===== config.mk =====
export PLATFORM = sky130hd
export DESIGN_NAME = atm_chan_lookup
export DESIGN_NICKNAME = d
export VERILOG_FILES = /design/src/rtl/chlk_pkg.sv /design/src/rtl/chlk_compact.sv /design/src/rtl/chlk_addr.sv /design/src/rtl/chlk_ctrl.sv /design/src/rtl/atm_chan_lookup.sv
export SDC_FILE = /design/constraint.sdc
export NUM_CORES = 1
export LEC_CHECK = 0
export ABC_AREA = 1
export ABC_CLOCK_PERIOD_IN_PS = 30700
export BUFFER_PORTS_ARGS = -buffer_cell sky130_fd_sc_hd__buf_2
export CAP_MARGIN = 15
export CORE_UTILIZATION = 65
export CTS_CLUSTER_SIZE = 20
export DETAILED_ROUTE_END_ITERATION = 6
export GPL_ROUTABILITY_DRIVEN = 1
export PLACE_DENSITY_LB_ADDON = 0.25
export SYNTH_ARGS = -nofsm -noshare
export SYNTH_HDL_FRONTEND = slang
export SYNTH_SLANG_ARGS = --single-unit

===== constraint.sdc =====
create_clock -name clk -period 30.7 [get_ports clk]
set_input_delay 6.14 -clock clk [delete_from_list [all_inputs] [get_ports clk]]
set_output_delay 6.14 -clock clk [all_outputs]
set_load 0.05 [all_outputs]

===== src/rtl/chlk_pkg.sv =====
package chlk_pkg;

    localparam int PHY_W  = 5;
    localparam int VPI_W  = 12;
    localparam int VCI_W  = 16;
    localparam int WORD_W = 32;
    localparam int CODE_W = 16;
    localparam int HALF_W = WORD_W / 2;

    typedef enum logic [2:0] {
        ST_IDLE  = 3'd0,
        ST_RD_VP = 3'd1,
        ST_WT_VP = 3'd2,
        ST_RD_VC = 3'd3,
        ST_WT_VC = 3'd4,
        ST_DONE  = 3'd5
    } chlk_state_e;

    typedef struct packed {
        logic [PHY_W-1:0] phy;
        logic [VPI_W-1:0] vpi;
        logic [VCI_W-1:0] vci;
    } chlk_hdr_t;

    typedef struct packed {
        logic [HALF_W-1:0] vci_mask;
        logic [HALF_W-1:0] vc_off;
    } chlk_path_ent_t;

    typedef struct packed {
        logic [CODE_W-1:0]        code;
        logic [WORD_W-CODE_W-2:0] rsvd;
        logic                     nomatch;
    } chlk_chan_ent_t;

    function automatic logic pick_set1(input logic multi, input logic [PHY_W-1:0] phy);
        return multi & phy[PHY_W-1];
    endfunction

    function automatic logic [PHY_W-2:0] phy_low(input logic multi, input logic [PHY_W-1:0] phy);
        return multi ? phy[PHY_W-2:0] : '0;
    endfunction

endpackage


===== src/rtl/chlk_compact.sv =====
module chlk_compact #(
    parameter int W = 16
) (
    input  logic [W-1:0] key,
    input  logic [W-1:0] mask,
    output logic [W-1:0] packed_idx
);
    always_comb begin
        int pos;
        packed_idx = '0;
        pos = 0;
        for (int i = 0; i < W; i++) begin
            if (mask[i]) begin
                packed_idx[pos] = key[i];
                pos = pos + 1;
            end
        end
    end
endmodule


===== src/rtl/chlk_addr.sv =====
module chlk_addr
    import chlk_pkg::*;
#(
    parameter int ADDR_W = 16
) (
    input  logic                 set1,
    input  logic [ADDR_W-1:0]    vp_base0,
    input  logic [ADDR_W-1:0]    vc_base0,
    input  logic [ADDR_W-1:0]    vp_base1,
    input  logic [ADDR_W-1:0]    vc_base1,
    input  logic [VPI_W-1:0]     vp_mask,
    input  logic [VPI_W-1:0]     vpi,
    input  logic [VCI_W-1:0]     vci,
    input  chlk_path_ent_t       path_ent,
    output logic [ADDR_W-1:0]    vp_addr,
    output logic [ADDR_W-1:0]    vc_addr
);
    logic [VPI_W-1:0]  vpi_idx;
    logic [VCI_W-1:0]  vci_idx;
    logic [VCI_W-1:0]  vci_mask;
    logic [ADDR_W-1:0] vp_base_sel;
    logic [ADDR_W-1:0] vc_base_sel;

    assign vci_mask = VCI_W'(path_ent.vci_mask);

    chlk_compact #(.W(VPI_W)) u_vp_pack (
        .key        (vpi),
        .mask       (vp_mask),
        .packed_idx (vpi_idx)
    );

    chlk_compact #(.W(VCI_W)) u_vc_pack (
        .key        (vci),
        .mask       (vci_mask),
        .packed_idx (vci_idx)
    );

    always_comb begin
        vp_base_sel = set1 ? vp_base1 : vp_base0;
        vc_base_sel = set1 ? vc_base1 : vc_base0;
        vp_addr     = vp_base_sel + ADDR_W'(vpi_idx);
        vc_addr     = vc_base_sel + ADDR_W'(path_ent.vc_off) + ADDR_W'(vci_idx);
    end
endmodule


===== src/rtl/chlk_ctrl.sv =====
module chlk_ctrl
    import chlk_pkg::*;
(
    input  logic        clk,
    input  logic        rst,
    input  logic        hdr_valid,
    output logic        hdr_ready,
    output logic        accept,
    output logic        cap_path,
    output logic        cap_chan,
    output logic        rd_en,
    output logic        sel_chan,
    output logic        done
);
    chlk_state_e state_q, state_d;

    always_comb begin
        state_d = state_q;
        unique case (state_q)
            ST_IDLE:  if (hdr_valid) state_d = ST_RD_VP;
            ST_RD_VP: state_d = ST_WT_VP;
            ST_WT_VP: state_d = ST_RD_VC;
            ST_RD_VC: state_d = ST_WT_VC;
            ST_WT_VC: state_d = ST_DONE;
            ST_DONE:  state_d = ST_IDLE;
            default:  state_d = ST_IDLE;
        endcase
    end

    always_ff @(posedge clk) begin
        if (rst) state_q <= ST_IDLE;
        else     state_q <= state_d;
    end

    assign hdr_ready = (state_q == ST_IDLE);
    assign accept    = hdr_ready & hdr_valid;
    assign cap_path  = (state_q == ST_WT_VP);
    assign cap_chan  = (state_q == ST_WT_VC);
    assign rd_en     = (state_q == ST_RD_VP) | (state_q == ST_RD_VC);
    assign sel_chan  = (state_q == ST_RD_VC);
    assign done      = (state_q == ST_DONE);
endmodule


===== src/rtl/atm_chan_lookup.sv =====
module atm_chan_lookup
    import chlk_pkg::*;
#(
    parameter int ADDR_W = 16
) (
    input  logic                 clk,
    input  logic                 rst,
    input  logic                 cfg_multi_phy,
    input  logic [VPI_W-1:0]     cfg_vp_mask,
    input  logic [ADDR_W-1:0]    cfg_vp_base0,
    input  logic [ADDR_W-1:0]    cfg_vc_base0,
    input  logic [ADDR_W-1:0]    cfg_vp_base1,
    input  logic [ADDR_W-1:0]    cfg_vc_base1,
    input  logic                 hdr_valid,
    output logic                 hdr_ready,
    input  logic [PHY_W-1:0]     hdr_phy,
    input  logic [VPI_W-1:0]     hdr_vpi,
    input  logic [VCI_W-1:0]     hdr_vci,
    output logic                 mem_rd,
    output logic [ADDR_W-1:0]    mem_addr,
    input  logic [WORD_W-1:0]    mem_rdata,
    output logic                 res_valid,
    output logic [CODE_W-1:0]    res_code,
    output logic                 res_nomatch,
    output logic [PHY_W-2:0]     res_phy
);
    logic           accept, cap_path, cap_chan, sel_chan;
    chlk_hdr_t      hdr_q;
    logic           set1_q;
    logic [PHY_W-2:0] phy_lo_q;
    chlk_path_ent_t path_q;
    chlk_chan_ent_t chan_w;
    logic [ADDR_W-1:0] vp_addr, vc_addr;

    chlk_ctrl u_ctrl (
        .clk       (clk),
        .rst       (rst),
        .hdr_valid (hdr_valid),
        .hdr_ready (hdr_ready),
        .accept    (accept),
        .cap_path  (cap_path),
        .cap_chan  (cap_chan),
        .rd_en     (mem_rd),
        .sel_chan  (sel_chan),
        .done      (res_valid)
    );

    chlk_addr #(.ADDR_W(ADDR_W)) u_addr (
        .set1     (set1_q),
        .vp_base0 (cfg_vp_base0),
        .vc_base0 (cfg_vc_base0),
        .vp_base1 (cfg_vp_base1),
        .vc_base1 (cfg_vc_base1),
        .vp_mask  (cfg_vp_mask),
        .vpi      (hdr_q.vpi),
        .vci      (hdr_q.vci),
        .path_ent (path_q),
        .vp_addr  (vp_addr),
        .vc_addr  (vc_addr)
    );

    assign mem_addr = sel_chan ? vc_addr : vp_addr;
    assign chan_w   = chlk_chan_ent_t'(mem_rdata);

    always_ff @(posedge clk) begin
        if (rst) begin
            hdr_q    <= '0;
            set1_q   <= 1'b0;
            phy_lo_q <= '0;
        end else if (accept) begin
            hdr_q    <= '{phy: hdr_phy, vpi: hdr_vpi, vci: hdr_vci};
            set1_q   <= pick_set1(cfg_multi_phy, hdr_phy);
            phy_lo_q <= phy_low(cfg_multi_phy, hdr_phy);
        end
    end

    always_ff @(posedge clk) begin
        if (rst)           path_q <= '0;
        else if (cap_path) path_q <= chlk_path_ent_t'(mem_rdata);
    end

    always_ff @(posedge clk) begin
        if (rst) begin
            res_code    <= '0;
            res_nomatch <= 1'b0;
            res_phy     <= '0;
        end else if (cap_chan) begin
            res_code    <= chan_w.code;
            res_nomatch <= chan_w.nomatch;
            res_phy     <= phy_lo_q;
        end
    end
endmodule


==> results of run 1 <==
## power by group
part           leakage (nW)  switching, mW  internal, mW
Combinational          6.87          0.518         0.210
Sequential            0.728         0.0259         0.137
Clock                 0.142         0.0614        0.0575
## layout make-up
cell class / instances / area (µm²) / share of cell area
sequential: 89 / 1782 / 0.1172
multi-input combinational: 1905 / 10550 / 0.6937
tap: 270 / 337.8 / 0.02222
clock buffer: 9 / 225.2 / 0.01481
inverter: 342 / 1284 / 0.08444
timing repair buffer: 189 / 958.4 / 0.06305
clock inverter: 7 / 70.07 / 0.004609
## per-layer routing
layer	up-vias	wire length [µm]	track usage
li1	8056	-	-
met1	7139	17380	0.4550
met4	0	2211	0.2170
met2	655	20460	0.6986
met3	151	2765	0.04475
met5	-	0	0
## cells by family (layout without fill, tap and decap cells)
| group | after synthesis | in the layout |
|---|---|---|
| and+or+nand+nor | 1224 | 1224 |
| xor gates and xnor gates | 20 | 20 |
| AOI/OAI and AO/OA | 480 | 480 |
| adders and majority gates | 125 | 125 |
| buffers and inverters | 392 | 547 |
| DFF | 89 | 89 |
| muxes | 56 | 56 |
## worst max-delay path by stage
stage                               to  slack (ns)  cells after the start
after floorplan           mem_addr[14]        9.10                     57
after global placement    mem_addr[14]        8.13                     59
after detailed placement  mem_addr[14]        7.58                     59
after CTS                 mem_addr[14]        7.57                     59
after global routing      mem_addr[14]        6.36                     59
final                     mem_addr[14]        7.54                     59
## worst max-delay path: cells and delay by family
family,cells,cell delay [ns]
buffers and inverters,18,1.96
AOI/OAI and AO/OA,14,3.50
xor gates and xnor gates,1,0.13
adders and majority gates,11,3.62
and+or+nand+nor,15,1.66
## registers in the layout (all words and copies together) (netlist names)
name            count
res_phy             4
res_nomatch         1
path_q             32
u_ctrl.state_q      3
res_code           16
hdr_q              28
phy_lo_q            4
set1_q              1
## cells in the final DEF, fill, tap and decap left out, types with 9 or more instances in the layout
cell         n
o22ai_1     13
fa_1        19
or2_2       13
xor2_1      14
nand2_1    642
o21ai_1      9
nand2_2     56
dfxtp_1     89
o31ai_1     14
a21oi_1    105
nand3_2     14
nand4_1     16
ha_1       106
nand3_1    115
o211ai_1    71
mux2i_1     56
inv_2       18
nand2_4     17
o21ai_0    236
nor3_1      23
buf_2      184
nor2_1     293
nor2_2      10
clkbuf_16    9
inv_1      318
==> results.txt, run 1 <==
----------------------------------------------------
[Drt]
  Post-DR wirelength/cell ... 15.23 µm
  First-iteration detailed-routing DRC count ... 1132
  Mean number of vias per cell ... 5.692
  Post-detailed-routing wire length ... 42810 µm
  DR pass1 iterations ... 6
  Number of design rule violations left after detail routing ... 0
  DRT antenna net count ... 0
  Number of vias after detailed routing ... 16000

[Global route]
  Number of antenna violations at the first check in global routing ... 0
  Global-route usage over all layers ... 0.3915
  Total gr overflow ... 0
  Maximum number of pins on one net before global-route repair ... 45
  Vias in the first global route ... 15010
  Global-route wire length before repair ... 69520 µm

[Critical path]
  Flop2flop setup slack ... 28.43 ns
  Critical Path End Type ... primary output
  Crit start category ... primary input
  Crit-path max cell delay ... 0.64 ns
  Worst endpoint required time ... 24.56 ns
  Beginning of the worst register-to-register path ... u_ctrl.state_q[2]$_SDFFE_PP0P_
  CP Max Fanout ... 6
  Crit path arrival time ... 17.02 ns
  Worst setup path startpoint ... cfg_vp_mask[0]
  Top cell by count, worst path ... inv_1
  Register-to-Register Path Depth ... 7
  Critical path's slowest cell ... fa_1
  Type of the worst setup path ... in2out
  Capture point of the worst reg-to-reg path ... hdr_q[8]$_SDFFE_PP0P_

[Floorplanning]
  Effective utilization at floorplan ... 0.6729
  Core Box Area ... 20490 µm²
  Number of top-level pins ... 185
  Die area ... 21800 µm²
  Cell row count ... 52
  Die span in x ... 147.7 µm
  Height of the die ... 147.7 µm

[Finish]
  Fraction of final layout cells with drive strength greater than 1 ... 0.1385
  Post-Layout Cell Count ... 2811
  Number of nets in the layout ... 2806
  Filler instances ... 1764
  Post-route core utilization ... 0.7418
  Antenna Cells ... 0
  Design area ... 15200 µm²
  Area growth from synthesis to layout ... 10.23%

[Timing]
  Final clock period utilization by the worst path ... 0.7545
  Highest Clock Rate ... 43.17 MHz
  Unrepaired setup endpoints after global routing ... false
  Relative slew slack ... 0.3170
  Clock tree skew after final layout ... 0.009503 ns
  Final hold violations ... 0
  Slack of the critical path ... 7.538 ns
  Slew at the pin closest to its max-slew limit ... 1.014 ns
  Final max-slew violation count ... 0
  Fin Setup TNS ... 0 ns
  Min Clock Period, post-route ... 23.16 ns
  Post-route worst hold slack ... 0.4670 ns
  Final setup fails ... 0

[Synthesis]
  Mean area per synthesized cell ... 5.780 µm²
  Net Count, Synth ... 2656
  Sequential cell area fraction in the yosys report ... 0.1292
  Post-synth EDFFs ... 0
  Complex-gate fraction of the synthesized area ... 0.1979
  Netlist area before placement ... 13790 µm²
  List of most frequent post-synthesis cells ... nand2_1 (644), inv_1 (319), nor2_1 (293), o21ai_0 (236), nand3_1 (115)
  Area fraction of the dominant cell type after synthesis ... 0.1753
  Synthesis Warnings ... 0
  Cell count after synthesis ... 2386
  Adder-cell area share of the yosys netlist ... 0.1238
  Most used flip-flop cell after synthesis ... dfxtp_1
  Number of synthesized register bits ... 89
  Area share of and/or/nand/nor cells after synthesis ... 0.3884
  Mux contribution to synthesized area ... 0.04065
  Most used standard cell by instance count after synthesis ... nand2_1
  Number of distinct library cells after synthesis ... 53
  Post-synthesis cell type with the largest combined area ... nand2_1
  Parity-gate share of the synthesized area counting xor and xnor cells ... 0.01325
  Synth area leaders ... nand2_1 (18%), dfxtp_1 (13%), ha_1 (9.6%)
  Dominant combinational cell family by area after synthesis ... simple AND/OR/NAND/NOR gates
  Share of flip-flops with an asynchronous set or reset ... 0

[Clock tree]
  Number of clock sinks ... 89
  Clock tree from TritonCTS ... done
  Post-CTS Resized ... 0
  Worst skew pair latency ... 0.37 ns
  Clock-pin slew of the registers on the worst-case setup and hold paths ... 0.08 ns
  Deepest level of the CTS H-tree ... 3
  Clock root cell ... clkbuf_16
  Count of buffers added by post-CTS timing repair for setup ... 0
  Quantity of hold-fixing buffers added after cts ... 0
  TritonCTS Buffers ... 9
  Maximum clock insertion buffer count ... 2

[Hold path]
  Hold path endpoint ... res_phy[0]$_SDFFE_PP0P_
  Min-Delay Startpoint ... phy_lo_q[0]$_SDFFE_PP0P_
  Instance count along the most critical hold path ... 2
  Type of the worst min-delay path ... reg2reg

[Place]
  Dpl ws ... 7.576 ns
  # port buffers ... 184
  Routability congestion estimate from global placement ... 1.015
  Cells after DPL ... 2795
  Placement Cell Area ... 14910 µm²
  Detailed-placement wirelength estimate ... 35350 µm

[Run]
  Max-cap viol count ... 0

[Pwr]
  Power per unit of standard cell area ... 66.45 nW/µm²
  Reported leakage power ... 7.745 nW
  Power after layout ... 1.010 mW
  Maximum resistive drop on vdd ... 0.03943 mV

[Outcome]
  Outcome ... completed

----------------------------------------------------
No activity file was read; power rests on OpenSTA's default activity.
==> run 2: changes to the inputs <==
--- a/config.mk
+++ b/config.mk
@@ -6,10 +6,10 @@
 export NUM_CORES = 1
 export LEC_CHECK = 0
 export ABC_AREA = 1
-export ABC_CLOCK_PERIOD_IN_PS = 30700
+export ABC_CLOCK_PERIOD_IN_PS = 20600
 export BUFFER_PORTS_ARGS = -buffer_cell sky130_fd_sc_hd__buf_2
 export CAP_MARGIN = 15
-export CORE_UTILIZATION = 65
+export CORE_UTILIZATION = 55
 export CTS_CLUSTER_SIZE = 20
 export DETAILED_ROUTE_END_ITERATION = 6
 export GPL_ROUTABILITY_DRIVEN = 1
==> constraint.sdc (replaced) <==
create_clock -name clk -period 20.6 [get_ports clk]
set_input_delay 4.12 -clock clk [delete_from_list [all_inputs] [get_ports clk]]
set_output_delay 4.12 -clock clk [all_outputs]
set_load 0.05 [all_outputs]
==> run 2 against run 1 <==
  * Flip-flop and latch count did not move
  * Final area grew 0.44%
  * Cell count increased by 1.9%
  * Clock-buffer cell count did not move
  * Wire length up 0.40%
  * Highest routed layer unchanged
  * Register-to-register slack got worse by 9.8 ns
  * Total power increased by 48%
  * Clock power is 49% higher
  * Non-clock buffer count did not move
  * Sequential power grew 48%
  * Combinational power rose by 48%
  * Global-route usage decreased by 6.2 points
==> results.txt, run 2 (synthesized netlist as in run 1, its figures left out) <==
----------------------------------------------------
[Critical path]
  Crit start category ... primary input
  Critical path's slowest cell ... fa_1
  Worst endpoint required time ... 16.48 ns (-8.08 ns)
  Dominant delay contributor by cell family on the critical path ... adder cells
  Crit-path max cell delay ... 0.63 ns (about the same)
  CP Max Fanout ... 6 (unchanged)
  CP Buf/Inv Count ... 18 (unchanged)
  Type of the worst setup path ... in2out
  Critical Path End Type ... primary output
  Top cell by count, worst path ... inv_1
  Flop2flop setup slack ... 18.61 ns (-9.82 ns)
  Crit path arrival time ... 14.94 ns (-2.08 ns)

[Drt]
  Mean number of vias per cell ... 5.440 (-4.4%)
  DRT antenna net count ... 0 (unchanged)
  Number of design rule violations left after detail routing ... 0 (unchanged)
  Post-detailed-routing wire length ... 42980 µm (+0.40%)
  Number of vias after detailed routing ... 15590 (-2.6%)
  DR pass1 iterations ... 6 (unchanged)
  Met3 Routed Length ... 2297 µm (-17%)
  Post-DR wirelength/cell ... 15.00 µm (-1.5%)
  First-iteration detailed-routing DRC count ... 1314 (+16%)
  Sum of routed wire segments on met1 ... 19020 µm (+9.5%)
  Met2 routed WL ... 20320 µm (-0.67%)
  Highest layer used for signal routing ... met4

[Global route]
  Global-route usage over all layers ... 0.3293 (-0.06225)
  Maximum number of pins on one net before global-route repair ... 61 (+36%)
  Global-route wire length before repair ... 69570 µm (about the same)
  Number of antenna violations at the first check in global routing ... 0 (unchanged)
  Vias in the first global route ... 14500 (-3.4%)
  Total gr overflow ... 0 (unchanged)

[Finish]
  Commonest cells after routing, fill and taps aside ... nand2_1 (642), inv_1 (318), nor2_1 (293)
  Design area ... 15270 µm² (+0.44%)
  Area growth from synthesis to layout ... 10.71%
  Post-route core utilization ... 0.6242 (-0.1176)
  Number of flip-flops in the largest register ... 32 (unchanged)
  Antenna Cells ... 0 (unchanged)
  Number of nets in the layout ... 2806 (unchanged)
  Biggest register ... path_q
  Fraction of final layout cells with drive strength greater than 1 ... 0.1385 (unchanged)
  Leading cell type in the layout, fill and taps excluded ... nand2_1
  Regs by FF count ... path_q: 32 flops, hdr_q: 28 flops, res_code: 16 flops

[Timing]
  Final clock period utilization by the worst path ... 0.9251
  Final hold violations ... 0 (unchanged)
  Unrepaired setup endpoints after global routing ... false
  Slew at the pin closest to its max-slew limit ... 0.8831 ns (-0.1307 ns)
  Relative slew slack ... 0.4051 (+0.08803)
  Min Clock Period, post-route ... 19.06 ns
  Fin Setup TNS ... 0 ns (unchanged)
  Post-route worst hold slack ... 0.4592 ns (-0.007797 ns)
  Clock tree skew after final layout ... 0.008550 ns (-0.0009525 ns)
  Final setup fails ... 0 (unchanged)
  Highest Clock Rate ... 52.47 MHz
  Final max-slew violation count ... 0 (unchanged)

[Pwr]
  Maximum resistive drop on vdd ... 0.08291 mV (+110%)
  Power per unit of standard cell area ... 97.99 nW/µm² (+47%)
  Power after layout ... 1.496 mW (+48%)
  Reported leakage power ... 7.749 nW (about the same)

[Place]
  Placement Cell Area ... 14970 µm² (+0.45%)
  # port buffers ... 184 (unchanged)
  Routability congestion estimate from global placement ... 0.9753 (-3.9%)
  Detailed-placement wirelength estimate ... 35540 µm (+0.53%)

[Clock tree]
  Clock-pin slew of the registers on the worst-case setup and hold paths ... 0.08 ns (about the same)
  Quantity of hold-fixing buffers added after cts ... 0 (unchanged)
  Number of clock sinks ... 89 (unchanged)
  Post-CTS Resized ... 0 (unchanged)
  Maximum clock insertion buffer count ... 2 (unchanged)
  Clock root cell ... clkbuf_16
  Count of buffers added by post-CTS timing repair for setup ... 0 (unchanged)
  TritonCTS Buffers ... 9 (unchanged)
  Deepest level of the CTS H-tree ... 3 (unchanged)
  Clock tree from TritonCTS ... done
  Worst skew pair latency ... 0.37 ns (about the same)

[Floorplanning]
  Cell row count ... 57 (+9.6%)
  Height of the die ... 160.3 µm (+8.6%)
  Core Box Area ... 24460 µm² (+19%)
  Die area ... 25710 µm² (+18%)
  Number of top-level pins ... 185 (unchanged)
  Die span in x ... 160.3 µm (+8.6%)
  Effective utilization at floorplan ... 0.5638 (-0.1091)

[Run]
  Max-cap viol count ... 0 (unchanged)

[Outcome]
  Outcome ... completed

[Hold path]
  Type of the worst min-delay path ... reg2reg

----------------------------------------------------
run 2: final timing paths:
kind                                   from                 endpoint  cells past startpoint
min                phy_lo_q[0]$_SDFFE_PP0P_  res_phy[0]$_SDFFE_PP0P_                      2
max reg2reg  u_ctrl.state_q[1]$_SDFFE_PP0P_    hdr_q[8]$_SDFFE_PP0P_                      7
max                          cfg_vp_mask[0]             mem_addr[14]                     59
min reg2reg        phy_lo_q[0]$_SDFFE_PP0P_  res_phy[0]$_SDFFE_PP0P_                      2
run 2: layer usage:
metal,GRT usage,vias to the layer above
li1,-,8047
met5,0,-
met4,0.1212,0
met1,0.4140,6916
met3,0.02583,78
met2,0.5856,544
run 2: metrics by stage:
| step | cells | setup WS [ns] |
|---|---|---|
| final | 2865 | 1.543 |
| after global placement | 2849 | 2.132 |
| after CTS | 2865 | 1.638 |
| after floorplan | 2386 | 3.035 |
| after detailed placement | 2849 | 1.642 |
| after global routing | 2865 | 0.3338 |
run 2: worst min-delay path, cell delays in order (launching register included):
cell and delay (ns):
dfxtp_1 0.30, inv_1 0.06, a21oi_1 0.05
run 2: cell type report:
class                   count  area [µm²]
repair buffers            189       958.4
inverters                 342        1284
well taps                 324       405.4
clock inverters             7       68.82
flip-flops and latches     89        1782
multi-input cells        1905       10550
clock buffers               9       225.2
fillers                  2405        9194
run 2: report_power, final:
part / switching [mW] / internal, mW
combinational: 0.763 / 0.313
sequential: 0.0385 / 0.204
clock: 0.0914 / 0.0859
total: 0.893 / 0.603
